--- src/rtl/fcw_shadow_regs.sv ---
module fcw_shadow_regs #(
  parameter int WORD_BYTES = 6,
  parameter int ADDR_W     = 4,
  parameter int WRITE_LAT  = 11,
  parameter int COMMIT_LAT = 14
) (
  input  logic                    clk,
  input  logic                    rst_n,
  input  logic [7:0]              bus_data,
  input  logic [ADDR_W-1:0]       bus_addr,
  input  logic                    bus_wr,
  input  logic                    bus_wr_en,
  input  logic                    commit_n,
  output logic [8*WORD_BYTES-1:0] center_word,
  output logic [8*WORD_BYTES-1:0] offset_word,
  output logic                    zero_center,
  output logic                    zero_serial
);
  localparam int WORD_W    = 8 * WORD_BYTES;
  localparam int BUS_W     = 1 + ADDR_W + 8;
  localparam int WPIPE     = WRITE_LAT - 3;
  localparam int UPIPE     = COMMIT_LAT - 2;
  localparam int CTRL_ADDR = 2 * WORD_BYTES;

  logic [2:0]                   wr_sync;
  logic [BUS_W-1:0]             bus_s1, bus_s2;
  logic [WPIPE-1:0][BUS_W-1:0]  wpipe;
  logic [1:0]                   cm_sync;
  logic [UPIPE-1:0]             cm_pipe;
  logic [WORD_W-1:0]            m_ctr, m_off, s_ctr, s_off;
  logic [1:0]                   m_ctl, s_ctl;

  wire              wr_edge = wr_sync[1] & ~wr_sync[2];
  wire [BUS_W-1:0]  w_last  = wpipe[WPIPE-1];
  wire              w_vld   = w_last[BUS_W-1];
  wire [ADDR_W-1:0] w_addr  = w_last[BUS_W-2 -: ADDR_W];
  wire [7:0]        w_data  = w_last[7:0];
  wire              load    = cm_pipe[UPIPE-1];

  always_ff @(posedge clk or negedge rst_n) begin
    if (!rst_n) begin
      wr_sync <= '0;
      bus_s1  <= '0;
      bus_s2  <= '0;
      wpipe   <= '0;
      cm_sync <= '0;
      cm_pipe <= '0;
    end else begin
      wr_sync <= {wr_sync[1:0], bus_wr};
      bus_s1  <= {bus_wr_en, bus_addr, bus_data};
      bus_s2  <= bus_s1;
      wpipe   <= {wpipe[WPIPE-2:0], {wr_edge & bus_s2[BUS_W-1], bus_s2[BUS_W-2:0]}};
      cm_sync <= {cm_sync[0], ~commit_n};
      cm_pipe <= {cm_pipe[UPIPE-2:0], cm_sync[1]};
    end
  end

  always_ff @(posedge clk or negedge rst_n) begin
    if (!rst_n) begin
      m_ctr <= '0;
      m_off <= '0;
      m_ctl <= '0;
    end else if (w_vld) begin
      for (int b = 0; b < WORD_BYTES; b++) begin
        if (w_addr == ADDR_W'(b))              m_ctr[8*b +: 8] <= w_data;
        if (w_addr == ADDR_W'(b + WORD_BYTES)) m_off[8*b +: 8] <= w_data;
      end
      if (w_addr == ADDR_W'(CTRL_ADDR)) m_ctl <= w_data[1:0];
    end
  end

  always_ff @(posedge clk or negedge rst_n) begin
    if (!rst_n) begin
      s_ctr <= '0;
      s_off <= '0;
      s_ctl <= '0;
    end else if (load) begin
      s_ctr <= m_ctr;
      s_off <= m_off;
      s_ctl <= m_ctl;
    end
  end

  assign center_word = s_ctr;
  assign offset_word = s_off;
  assign zero_center = s_ctl[0];
  assign zero_serial = s_ctl[1];
endmodule


--- config.mk ---
export PLATFORM = sky130hd
export DESIGN_NAME = fcw_shadow_regs
export DESIGN_NICKNAME = d
export VERILOG_FILES = /design/src/rtl/fcw_shadow_regs.sv
export SDC_FILE = /design/constraint.sdc
export NUM_CORES = 1
export LEC_CHECK = 0
export ABC_AREA = 1
export CAP_MARGIN = 10
export CORE_UTILIZATION = 35
export DETAILED_ROUTE_END_ITERATION = 12
export DONT_BUFFER_PORTS = 1
export SYNTH_ARGS = -nofsm -noshare
export SYNTH_HDL_FRONTEND = slang
export SYNTH_SLANG_ARGS = --single-unit
--- constraint.sdc ---
create_clock -name clk -period 1.8 [get_ports clk]
set_input_delay 0.27 -clock clk [delete_from_list [all_inputs] [get_ports clk]]
set_output_delay 0.27 -clock clk [all_outputs]
set_load 0.02 [all_outputs]
# [Word-level counts from Yosys, hierarchy flattened]
# Cells that the tools add are included.
[op_classes] eq_ne=12 n_reduce_logical=14 bitwise_logic=4
[ops] cell="$reduce_and 2->1" count=13
[ops] cell="$eq 4x4->1 const B" count=5
[ops] cell="$eq 4x3->1 const B" count=4
[ops] cell="$eq 4x2->1 const B" count=2
[ops] cell="$eq 4x1->1 const B" count=1
[ops] cell="$logic_not 4->1" count=1
[ops] cell="$and 1x1->1" count=2
[ops] cell="$not 1->1" count=2
[totals] in_bits=17 register_bits=343 output_inout_bits=98

# [Depth between registers and ports, before layout]
# Gate-level depths: netlist of run 1.
[depth] word_depth=3 depth_mapped=6

# [Least setup slack after synthesis of run 1]
# No wires, ideal clock.
[synth_timing] kind="reg-to-reg" start="register wpipe, in the netlist w_last[11]" end="register m_ctr[40]" setup_ns=0.120 slack_ns=0.645 path_stages_with_launch=7 path_buffers=2 arrival_time_ns=1.035 cell_sequence="dfrtp_1 -> buf_6 -> inv_4 -> nand2_8 -> buf_6 -> o21bai_2 -> nand2_1"
[synth_between] elab_chain_len=2
[synth_rtl] element="start, declared" line_no="27" source="logic [WPIPE-1:0][BUS_W-1:0] wpipe;"
[synth_rtl] element="start signal, assigned" line_no="52" source="wpipe <= {wpipe[WPIPE-2:0], {wr_edge & bus_s2[BUS_W-1], bus_s2[BUS_W-2:0]}};"
[synth_rtl] element="$eq 4x3->1" line_no="65" source="if (w_addr == ADDR_W'(b)) m_ctr[8*b +: 8] <= w_data;"
[synth_rtl] element="$reduce_and 2->1 (no source line)"
[synth_rtl] element="end signal, assigned by index" line_no="65"
[synth_rtl] element="end, declared" line_no="30" source="logic [WORD_W-1:0] m_ctr, m_off, s_ctr, s_off;"
# No other way between the ends.
# A chain may end at the register's enable or synchronous reset.

# [Final worst setup path of run 1]
[layout_timing] start="register wpipe, in the netlist w_last[8]" end="register m_ctr[45]"
# The elaborated chain is that of the path after synthesis.

==> results of run 1 <==
[routing by layer]
metal	track usage	up-vias	share of wire
met5	0	-	0
met4	0.0476	0	0.022
met3	0.0407	36	0.065
met2	0.203	138	0.47
met1	0.173	3077	0.44
li1	-	2939	-
[worst max-delay path: cells and delay by family, from the launching register on]
kind | cells | cell delay, ns
simple gates | 4 | 0.82
flops | 1 | 0.64
[final cells by class]
| class | instances | area (um2) |
|---|---|---|
| Fill cell | 3102 | 19900 |
| Inverter | 40 | 160 |
| Multi-Input combinational cell | 454 | 2820 |
| Clock buffer | 48 | 997 |
| Sequential cell | 343 | 8590 |
| Tap cell | 448 | 561 |
| Clock inverter | 18 | 203 |
| Timing Repair Buffer | 36 | 358 |
[logic make-up after synthesis]
family,Yosys count,synth area share
AND/OR/NAND/NOR,324,0.134
flip-flops,343,0.715
multiplexers,66,0.0619
buffers and inverters,83,0.0504
AO/OA/AOI/OAI,64,0.0386
[worst paths after layout]
path                                   from               to  slack (ns)
worst max-delay path              w_last[8]        m_ctr[45]        0.25
worst min-delay path                  rst_n   offset_word[0]       -0.53
worst max register to register    w_last[8]        m_ctr[45]        0.25
worst min register to register   cm_pipe[6]       cm_pipe[7]        0.33
max in group asynchronous             rst_n  center_word[11]        2.00
min in group clk                bus_addr[0]        bus_s1[8]        0.30
[stage by stage]
step | power [W] | hold slack, ns | cell area [um2] | std cells
after floorplan | 0.00981 | -0.0256 | 12000 | 880
after global placement | 0.0101 | 0.00252 | 12300 | 1306
after detailed placement | 0.0101 | 0.00133 | 12300 | 1306
after CTS | 0.0177 | -0.565 | 13700 | 1387
after global routing | 0.0182 | -0.578 | 13700 | 1387
final | 0.0174 | -0.527 | 13700 | 1387
[synthesized netlist by cell type (all sizes together)]
master / number / area (um2)
nor2: 45 / 294
dfrtp: 343 / 8580
nand3: 10 / 148
a21oi: 32 / 160
buf: 31 / 287
clkinv: 1 / 3.75
mux2: 66 / 743
o21bai: 32 / 304
nand2: 219 / 860
inv: 39 / 156
clkbuf: 12 / 159
nand4: 50 / 313
[state kept, by name (all words and copies together) (netlist names)]
signal / count
wpipe: 91
center_word: 48
m_ctr: 48
m_off: 48
offset_word: 48
bus_s1: 13
bus_s2: 13
w_last: 13
cm_pipe: 12
wr_sync: 3
cm_sync: 2
m_ctl: 2
s_ctl: 2
[report_power, final]
group	internal [W]	switching, W	leakage, nW
logic	0.000420	0.000420	1.65
clock network	0.00438	0.00305	0.584
registers	0.00837	0.000745	4.33
total	0.0132	0.00422	6.56
==> reports/metrics.json, run 1 <==
{
  "grt_max_degree": 344,
  "irDropWorstVdd_v": 0.000843,
  "skew_ns": 0.0279,
  "final.min_clock_period_ns": 1.55,
  "timing_max_transition_violations_final": 0,
  "failed_checks": "hold timing",
  "ios": 115,
  "number_of_endpoints_failing_setup_at_the_final_stage": 0,
  "clock_sinks": 343,
  "tritoncts_clock_tree": "done",
  "drt_iter0_markers": 371,
  "worst_slew_pin_slew_ns": 0.665,
  "cp.required_ns": 2.26,
  "synthToLayoutAreaGrowth_pct": 14.0,
  "avg_cell_area_syn_um2": 13.6,
  "die_h_um": 187,
  "grt_antenna_before_repair": 0,
  "grt_pass1_vias": 6175,
  "report.final.hold_viol_count": 343,
  "layout-drive-gt1-share": 0.206,
  "p_leak_nw": 6.56,
  "power.density_mw_per_mm2": 1270,
  "cp_common_cell": "sky130_fd_sc_hd__nand2_1",
  "cp_max_fo": 18,
  "final_core_util": 0.407,
  "outcome": "finished, violations left",
  "critPathKind": "reg -> reg",
  "synthesized_nets": 897,
  "detail_route.drc_violations": 0,
  "critPathSlowestCell": "sky130_fd_sc_hd__dfrtp_1",
  "dpl_worst_slack_ns": 0.237,
  "num_vias": 6190,
  "dieWidth_um": 187,
  "post_route_setup_tns_ns": 0,
  "whs_ns": -0.527,
  "maxClockFrequency_mhz": 646,
  "grt_setup_unrepaired": "false",
  "clock_path_buffers": 3,
  "fp.coreArea_mm2": 0.0336,
  "synth.yosys.seq_area_share": 0.715,
  "synth.ff_latch_count": 343,
  "holdBufCountCts": 15,
  "io_buffer_count": 0,
  "route.detailed.wl_per_inst_um": 16.1,
  "cts_htree_levels": 2,
  "cts.repair.resized": 0,
  "mostFrequentLayoutCells": "sky130_fd_sc_hd__dfrtp_1 (341), sky130_fd_sc_hd__nand2_1 (215), sky130_fd_sc_hd__mux2_2 (66)",
  "clock_insertion_delay_worst_skew_ns": 0.54,
  "routed_via_density": 4.46,
  "groute.usage.overall": 0.131,
  "clock-root-buffer": "sky130_fd_sc_hd__clkbuf_16",
  "totalWireLength_um": 22300,
  "clk_transition_reported_paths_ns": 0.07,
  "crit_path_max_incr_delay_ns": 0.64,
  "worstPathCellList": "nand3_4 -> nor2_4 -> nand2_1 -> nand2_1",
  "setup.worst_path.end_class": "flip-flop",
  "post-route-worst-setup-slack_ns": 0.251,
  "grt_overflow": 0,
  "max-cap-violations": 0,
  "critPathArrivalTime_ns": 2.01,
  "gp_routability_congestion": 0.724,
  "initial_core_utilization": 0.357,
  "grt_first_pass_wirelength_um": 35900,
  "rows": 67,
  "post_synth_num_cell_types": 24,
  "synth_cells": 880,
  "floorplan.die_area_mm2": 0.0351,
  "cell_area_after_technology_mapping_mm2": 0.0120,
  "worst_hold_path_type": "in -> async",
  "antenna_cells": 0,
  "route.antenna.remaining_nets": 0,
  "kind_of_launch_point_of_the_worst_setup_path": "flip-flop",
  "r2r.worst_path.cells": 4,
  "nNetsFinal": 929,
  "yosysWarningCount": 0,
  "cts_post_setup_buffers_inserted": 0,
  "drt_pre_antenna_iters": 4,
  "timing.max_slew.rel_slack": 0.557,
  "final_min_period_over_clock_period": 0.861,
  "number_of_buffers_added_by_the_clock_tree_synthesis_step": 37,
  "dp.final_hpwl_um": 13300,
  "mostFrequentLayoutCell": "sky130_fd_sc_hd__dfrtp_1"
}
Power figures use the tool's default switching activity.
==> inputs of run 2 (changes only) <==
--- a/config.mk
+++ b/config.mk
@@ -7,9 +7,10 @@
 export LEC_CHECK = 0
 export ABC_AREA = 1
 export CAP_MARGIN = 10
-export CORE_UTILIZATION = 35
+export CORE_UTILIZATION = 65
 export DETAILED_ROUTE_END_ITERATION = 12
 export DONT_BUFFER_PORTS = 1
+export PLACE_DENSITY = 0.81
 export SYNTH_ARGS = -nofsm -noshare
 export SYNTH_HDL_FRONTEND = slang
 export SYNTH_SLANG_ARGS = --single-unit
==> run 2 against run 1 <==
  * The flow still finishes with violations (hold timing)
  * Clock skew fell by 0.0058 ns
  * Wire length down 3.3%
  * Register-to-register slack worse by 0.07 ns
  * Worst hold slack worse by 0.017 ns
  * Critical path type unchanged
  * Largest power group unchanged
==> reports/metrics.json, run 2 (synthesis results as in run 1) <==
{
  "clk_transition_reported_paths_ns": 0.07,
  "critPathSlowestCell": "sky130_fd_sc_hd__dfrtp_1",
  "p_leak_nw": 6.49,
  "worst_slew_pin_slew_ns": 0.802,
  "worst_hold_path_type": "in -> async",
  "regToRegSetupSlack_ns": 0.18,
  "clock_sinks": 343,
  "irDropWorstVdd_v": 0.000987,
  "worstReg2RegStart": "w_last[11]",
  "grt_antenna_before_repair": 0,
  "io_buffer_count": 0,
  "initial_core_utilization": 0.666,
  "crit_path_max_incr_delay_ns": 0.60,
  "cp.buffers_inverters": 0,
  "clock-root-buffer": "sky130_fd_sc_hd__clkbuf_16",
  "cp_max_fo": 33,
  "critPathKind": "reg -> reg",
  "cts_htree_levels": 2,
  "critPathArrivalTime_ns": 2.02,
  "dp.final_hpwl_um": 12200,
  "drt_pre_antenna_iters": 4,
  "route.detailed.wl_per_inst_um": 18.7,
  "finalNonFillerCells": 1150,
  "r2r.worst_path.cells": 4,
  "final.min_clock_period_ns": 1.62,
  "rows": 49,
  "dpl_worst_slack_ns": 0.216,
  "detail_route.drc_violations": 0,
  "failed_checks": "hold timing",
  "tritoncts_clock_tree": "done",
  "fillerInstances": 1095,
  "critical_path.endpoint": "m_ctr[0]",
  "mostFrequentLayoutCells": "sky130_fd_sc_hd__dfrtp_1 (341), sky130_fd_sc_hd__nand2_1 (215), sky130_fd_sc_hd__mux2_2 (66)",
  "grt_pass1_vias": 6541,
  "routed_via_density": 5.62,
  "timing.max_slew.rel_slack": 0.465,
  "fp.coreArea_mm2": 0.0180,
  "regToRegEndpoint": "m_ctr[0]",
  "regMostFlops": "wpipe",
  "setup.worst_path.end_class": "flip-flop",
  "antenna_cells": 0,
  "worstSetupPathDepth": 4,
  "maxClockFrequency_mhz": 616,
  "number_of_buffers_added_by_the_clock_tree_synthesis_step": 35,
  "grt_setup_unrepaired": "false",
  "clock_insertion_delay_worst_skew_ns": 0.51,
  "report.final.hold_viol_count": 343,
  "max-cap-violations": 0,
  "place_inst": 1076,
  "mostFrequentLayoutCell": "sky130_fd_sc_hd__dfrtp_1",
  "post-route-worst-setup-slack_ns": 0.178,
  "kind_of_launch_point_of_the_worst_setup_path": "flip-flop",
  "crit_start": "w_last[11]",
  "largest_reg_flops": 91,
  "grt_max_degree": 344,
  "cts_post_setup_buffers_inserted": 0,
  "outcome": "finished, violations left",
  "number_of_endpoints_failing_setup_at_the_final_stage": 0,
  "path_delay_family": "simple AND/OR/NAND/NOR gates",
  "final_min_period_over_clock_period": 0.901,
  "num_vias": 6464,
  "ios": 115,
  "totalWireLength_um": 21500,
  "layout-drive-gt1-share": 0.192,
  "post_route_setup_tns_ns": 0,
  "holdBufCountCts": 15,
  "nNetsFinal": 916,
  "clock_path_buffers": 3,
  "grt_overflow": 0,
  "floorplan.die_area_mm2": 0.0190,
  "power.density_mw_per_mm2": 1290,
  "cts.repair.resized": 0,
  "die_h_um": 138,
  "cp.required_ns": 2.19,
  "whs_ns": -0.544,
  "timing_max_transition_violations_final": 0,
  "worstPathCellList": "nor2_8 -> nand3_4 -> nand2_1 -> nand2_1",
  "route.antenna.remaining_nets": 0,
  "groute.usage.overall": 0.237,
  "skew_ns": 0.0221,
  "drt_iter0_markers": 451,
  "dieWidth_um": 138,
  "grt_first_pass_wirelength_um": 33600,
  "gp_routability_congestion": 0.762,
  "cp_common_cell": "sky130_fd_sc_hd__nand2_1",
  "synthToLayoutAreaGrowth_pct": 10.5
}
==> run 2: worst min path at each step <==
stage | start | end | slack (ns) | cells after the start
floorplan | rst_n | bus_s1[0] | -0.03 | 0
global placement | rst_n | center_word[22] | -0.02 | 0
detailed placement | rst_n | center_word[22] | -0.02 | 0
CTS | rst_n | center_word[22] | -0.56 | 0
global route | rst_n | center_word[22] | -0.57 | 0
finish | rst_n | center_word[22] | -0.54 | 0
==> run 2: report_power, final <==
| part | internal (W) | total, W | switching (W) |
|---|---|---|---|
| logic | 0.000402 | 0.000818 | 0.000415 |
| clock network | 0.00433 | 0.00712 | 0.00279 |
| registers | 0.00837 | 0.00915 | 0.000775 |
==> run 2: layout make-up <==
| type | instances | area, um2 | area share |
|---|---|---|---|
| clock buffer | 54 | 1100 | 0.0829 |
| inverter | 40 | 160 | 0.0121 |
| tap | 229 | 287 | 0.0216 |
| sequential | 343 | 8590 | 0.647 |
| multi-input combinational | 454 | 2820 | 0.213 |
| timing repair buffer | 25 | 263 | 0.0198 |
| clock inverter | 5 | 53.8 | 0.00405 |
==> run 2: layer usage <==
| metal | GRT usage | wire (um) | share of wire |
|---|---|---|---|
| met3 | 0.0574 | 1380 | 0.064 |
| met4 | 0.0936 | 560 | 0.026 |
| met5 | 0 | 0 | 0 |
| met2 | 0.386 | 10600 | 0.49 |
| met1 | 0.309 | 8980 | 0.42 |
==> run 2: stage by stage <==
stage | util | hold WS, ns | total power (W) | area [um2]
after global placement | 0.664 | -0.0199 | 0.00997 | 12000
after global routing | 0.736 | -0.566 | 0.0177 | 13300
after floorplan | - | -0.0256 | 0.00981 | 12000
final | 0.736 | -0.544 | 0.0171 | 13300
after CTS | 0.736 | -0.556 | 0.0172 | 13300
after detailed placement | 0.664 | -0.0199 | 0.0101 | 12000
==> inputs of run 3 (changes only) <==
--- a/config.mk
+++ b/config.mk
@@ -7,6 +7,7 @@
 export LEC_CHECK = 0
 export ABC_AREA = 1
 export CAP_MARGIN = 10
+export CORE_ASPECT_RATIO = 0.9
 export CORE_UTILIZATION = 65
 export DETAILED_ROUTE_END_ITERATION = 12
 export DONT_BUFFER_PORTS = 1
==> run 3 against run 2 <==
  * The flow still finishes with violations (hold timing)
  * Worst setup slack worse by 0.038 ns
  * Clock power up 1%
  * Maximum frequency down 2.3%
  * Largest power group unchanged
==> reports/metrics.json, run 3 (synthesis results as in run 1) <==
{
  "grt_antenna_before_repair": 0,
  "drt_iter0_markers": 447,
  "clock_sinks": 343,
  "grt_setup_unrepaired": "false",
  "cp_common_cell": "sky130_fd_sc_hd__nand2_1",
  "final_core_util": 0.747,
  "dpl_worst_slack_ns": 0.219,
  "cts.repair.resized": 0,
  "critPathKind": "reg -> reg",
  "gp_routability_congestion": 0.729,
  "routed_via_density": 5.53,
  "holdBufCountCts": 15,
  "kind_of_launch_point_of_the_worst_setup_path": "flip-flop",
  "critical_path.endpoint": "m_ctr[1]",
  "clock-root-buffer": "sky130_fd_sc_hd__clkbuf_16",
  "grt_pass1_vias": 6374,
  "rows": 46,
  "worst_slew_pin_slew_ns": 0.746,
  "num_vias": 6446,
  "setup.worst_path.end_class": "flip-flop",
  "grt_overflow": 0,
  "cts_htree_levels": 2,
  "outcome": "finished, violations left",
  "drt_pre_antenna_iters": 5,
  "initial_core_utilization": 0.673,
  "timing_max_transition_violations_final": 0,
  "finalNonFillerCells": 1165,
  "ios": 115,
  "groute.usage.overall": 0.240,
  "die_h_um": 131,
  "floorplan.die_area_mm2": 0.0190,
  "regMostFlops": "wpipe",
  "io_buffer_count": 0,
  "route.detailed.wl_per_inst_um": 18.5,
  "whs_ns": -0.534,
  "clock_path_buffers": 3,
  "crit_start": "w_last[11]",
  "number_of_buffers_added_by_the_clock_tree_synthesis_step": 34,
  "worstPathCellList": "nor2_8 -> nand3_4 -> nand2_1 -> nand2_1",
  "cts_post_setup_buffers_inserted": 0,
  "final.min_clock_period_ns": 1.66,
  "worstReg2RegStart": "w_last[11]",
  "route.antenna.remaining_nets": 0,
  "grt_max_degree": 344,
  "multi_input_combinational_cell_area_mm2": 0.00282,
  "p_leak_nw": 6.51,
  "regToRegSetupSlack_ns": 0.14,
  "skew_ns": 0.0101,
  "cp.required_ns": 2.18,
  "crit_path_max_incr_delay_ns": 0.59,
  "layout-drive-gt1-share": 0.198,
  "cp_max_fo": 32,
  "regToRegEndpoint": "m_ctr[1]",
  "post-route-worst-setup-slack_ns": 0.140,
  "worst_hold_path_type": "in -> async",
  "clk_transition_reported_paths_ns": 0.06,
  "critPathSlowestCell": "sky130_fd_sc_hd__dfrtp_1",
  "tritoncts_clock_tree": "done",
  "clock_insertion_delay_worst_skew_ns": 0.50,
  "r2r.worst_path.cells": 4,
  "mostFrequentLayoutCell": "sky130_fd_sc_hd__dfrtp_1",
  "synthToLayoutAreaGrowth_pct": 10.9,
  "largest_reg_flops": 91,
  "maxClockFrequency_mhz": 602,
  "seqCellArea_mm2": 0.00859,
  "fillerInstances": 1026,
  "fp.coreArea_mm2": 0.0178,
  "max-cap-violations": 0,
  "number_of_endpoints_failing_setup_at_the_final_stage": 0,
  "antenna_cells": 0,
  "report.final.hold_viol_count": 343,
  "critPathArrivalTime_ns": 2.04,
  "grt_first_pass_wirelength_um": 34800,
  "final_min_period_over_clock_period": 0.922,
  "irDropWorstVdd_v": 0.00127,
  "failed_checks": "hold timing",
  "mostFrequentLayoutCells": "sky130_fd_sc_hd__dfrtp_1 (341), sky130_fd_sc_hd__nand2_1 (215), sky130_fd_sc_hd__mux2_2 (66)",
  "post_route_setup_tns_ns": 0,
  "nNetsFinal": 917,
  "dp.final_hpwl_um": 12400,
  "timing.max_slew.rel_slack": 0.503,
  "totalWireLength_um": 21600,
  "place_inst": 1089,
  "detail_route.drc_violations": 0,
  "power.density_mw_per_mm2": 1290,
  "dieWidth_um": 145
}
==> run 3: changes by cell type in the layout (fill, tap and decap cells not counted) <==
cell                         change
sky130_fd_sc_hd__buf_4           +2
sky130_fd_sc_hd__bufinv_16       +1
sky130_fd_sc_hd__clkbuf_1        -2
sky130_fd_sc_hd__clkbuf_8        -2
sky130_fd_sc_hd__clkinv_2        +4
sky130_fd_sc_hd__clkinv_4        -1
sky130_fd_sc_hd__clkinvlp_4      +1
sky130_fd_sc_hd__inv_6           +1
==> run 3: layout make-up <==
type,count,area share
inverter,40,0.0120
sequential,343,0.645
clock inverter,11,0.00836
clock buffer,50,0.0799
multi-input combinational,454,0.212
tap,240,0.0225
timing repair buffer,27,0.0208
==> run 3: report_power, final <==
part	leakage (nW)	switching (W)	internal, W
sequential	4.33	0.000778	0.00837
combinational	1.60	0.000418	0.000406
clock	0.586	0.00279	0.00440
total	6.51	0.00399	0.0132
==> run 3: worst max-delay path, delay by kind of cell (launching register included) <==
family	cells	cell delay [ns]
simple gates	4	0.94
flops	1	0.59
==> run 3: worst min path at each step <==
stage                     start         endpoint  slack [ns]  cells after the start
after global routing      rst_n  center_word[22]       -0.55                      0
after detailed placement  rst_n  center_word[22]       -0.02                      0
after floorplan           rst_n        bus_s1[0]       -0.03                      0
final                     rst_n  center_word[21]       -0.53                      0
after global placement    rst_n  center_word[22]       -0.02                      0
after CTS                 rst_n        wpipe[50]       -0.55                      0
==> run 3: metal layers <==
metal,vias up,GRT usage,wire length [um]
met5,-,0,0
met4,0,0.0991,632
met3,51,0.0618,1470
met2,232,0.377,10300
met1,3254,0.327,9130
li1,2909,-,-
==> run 3: through the flow <==
stage	power, W	area, um2	hold slack, ns
after floorplan	0.00981	12000	-0.0256
after global placement	0.00999	12000	-0.0186
after detailed placement	0.0101	12000	-0.0189
after CTS	0.0173	13300	-0.550
after global routing	0.0178	13300	-0.551
final	0.0172	13300	-0.534
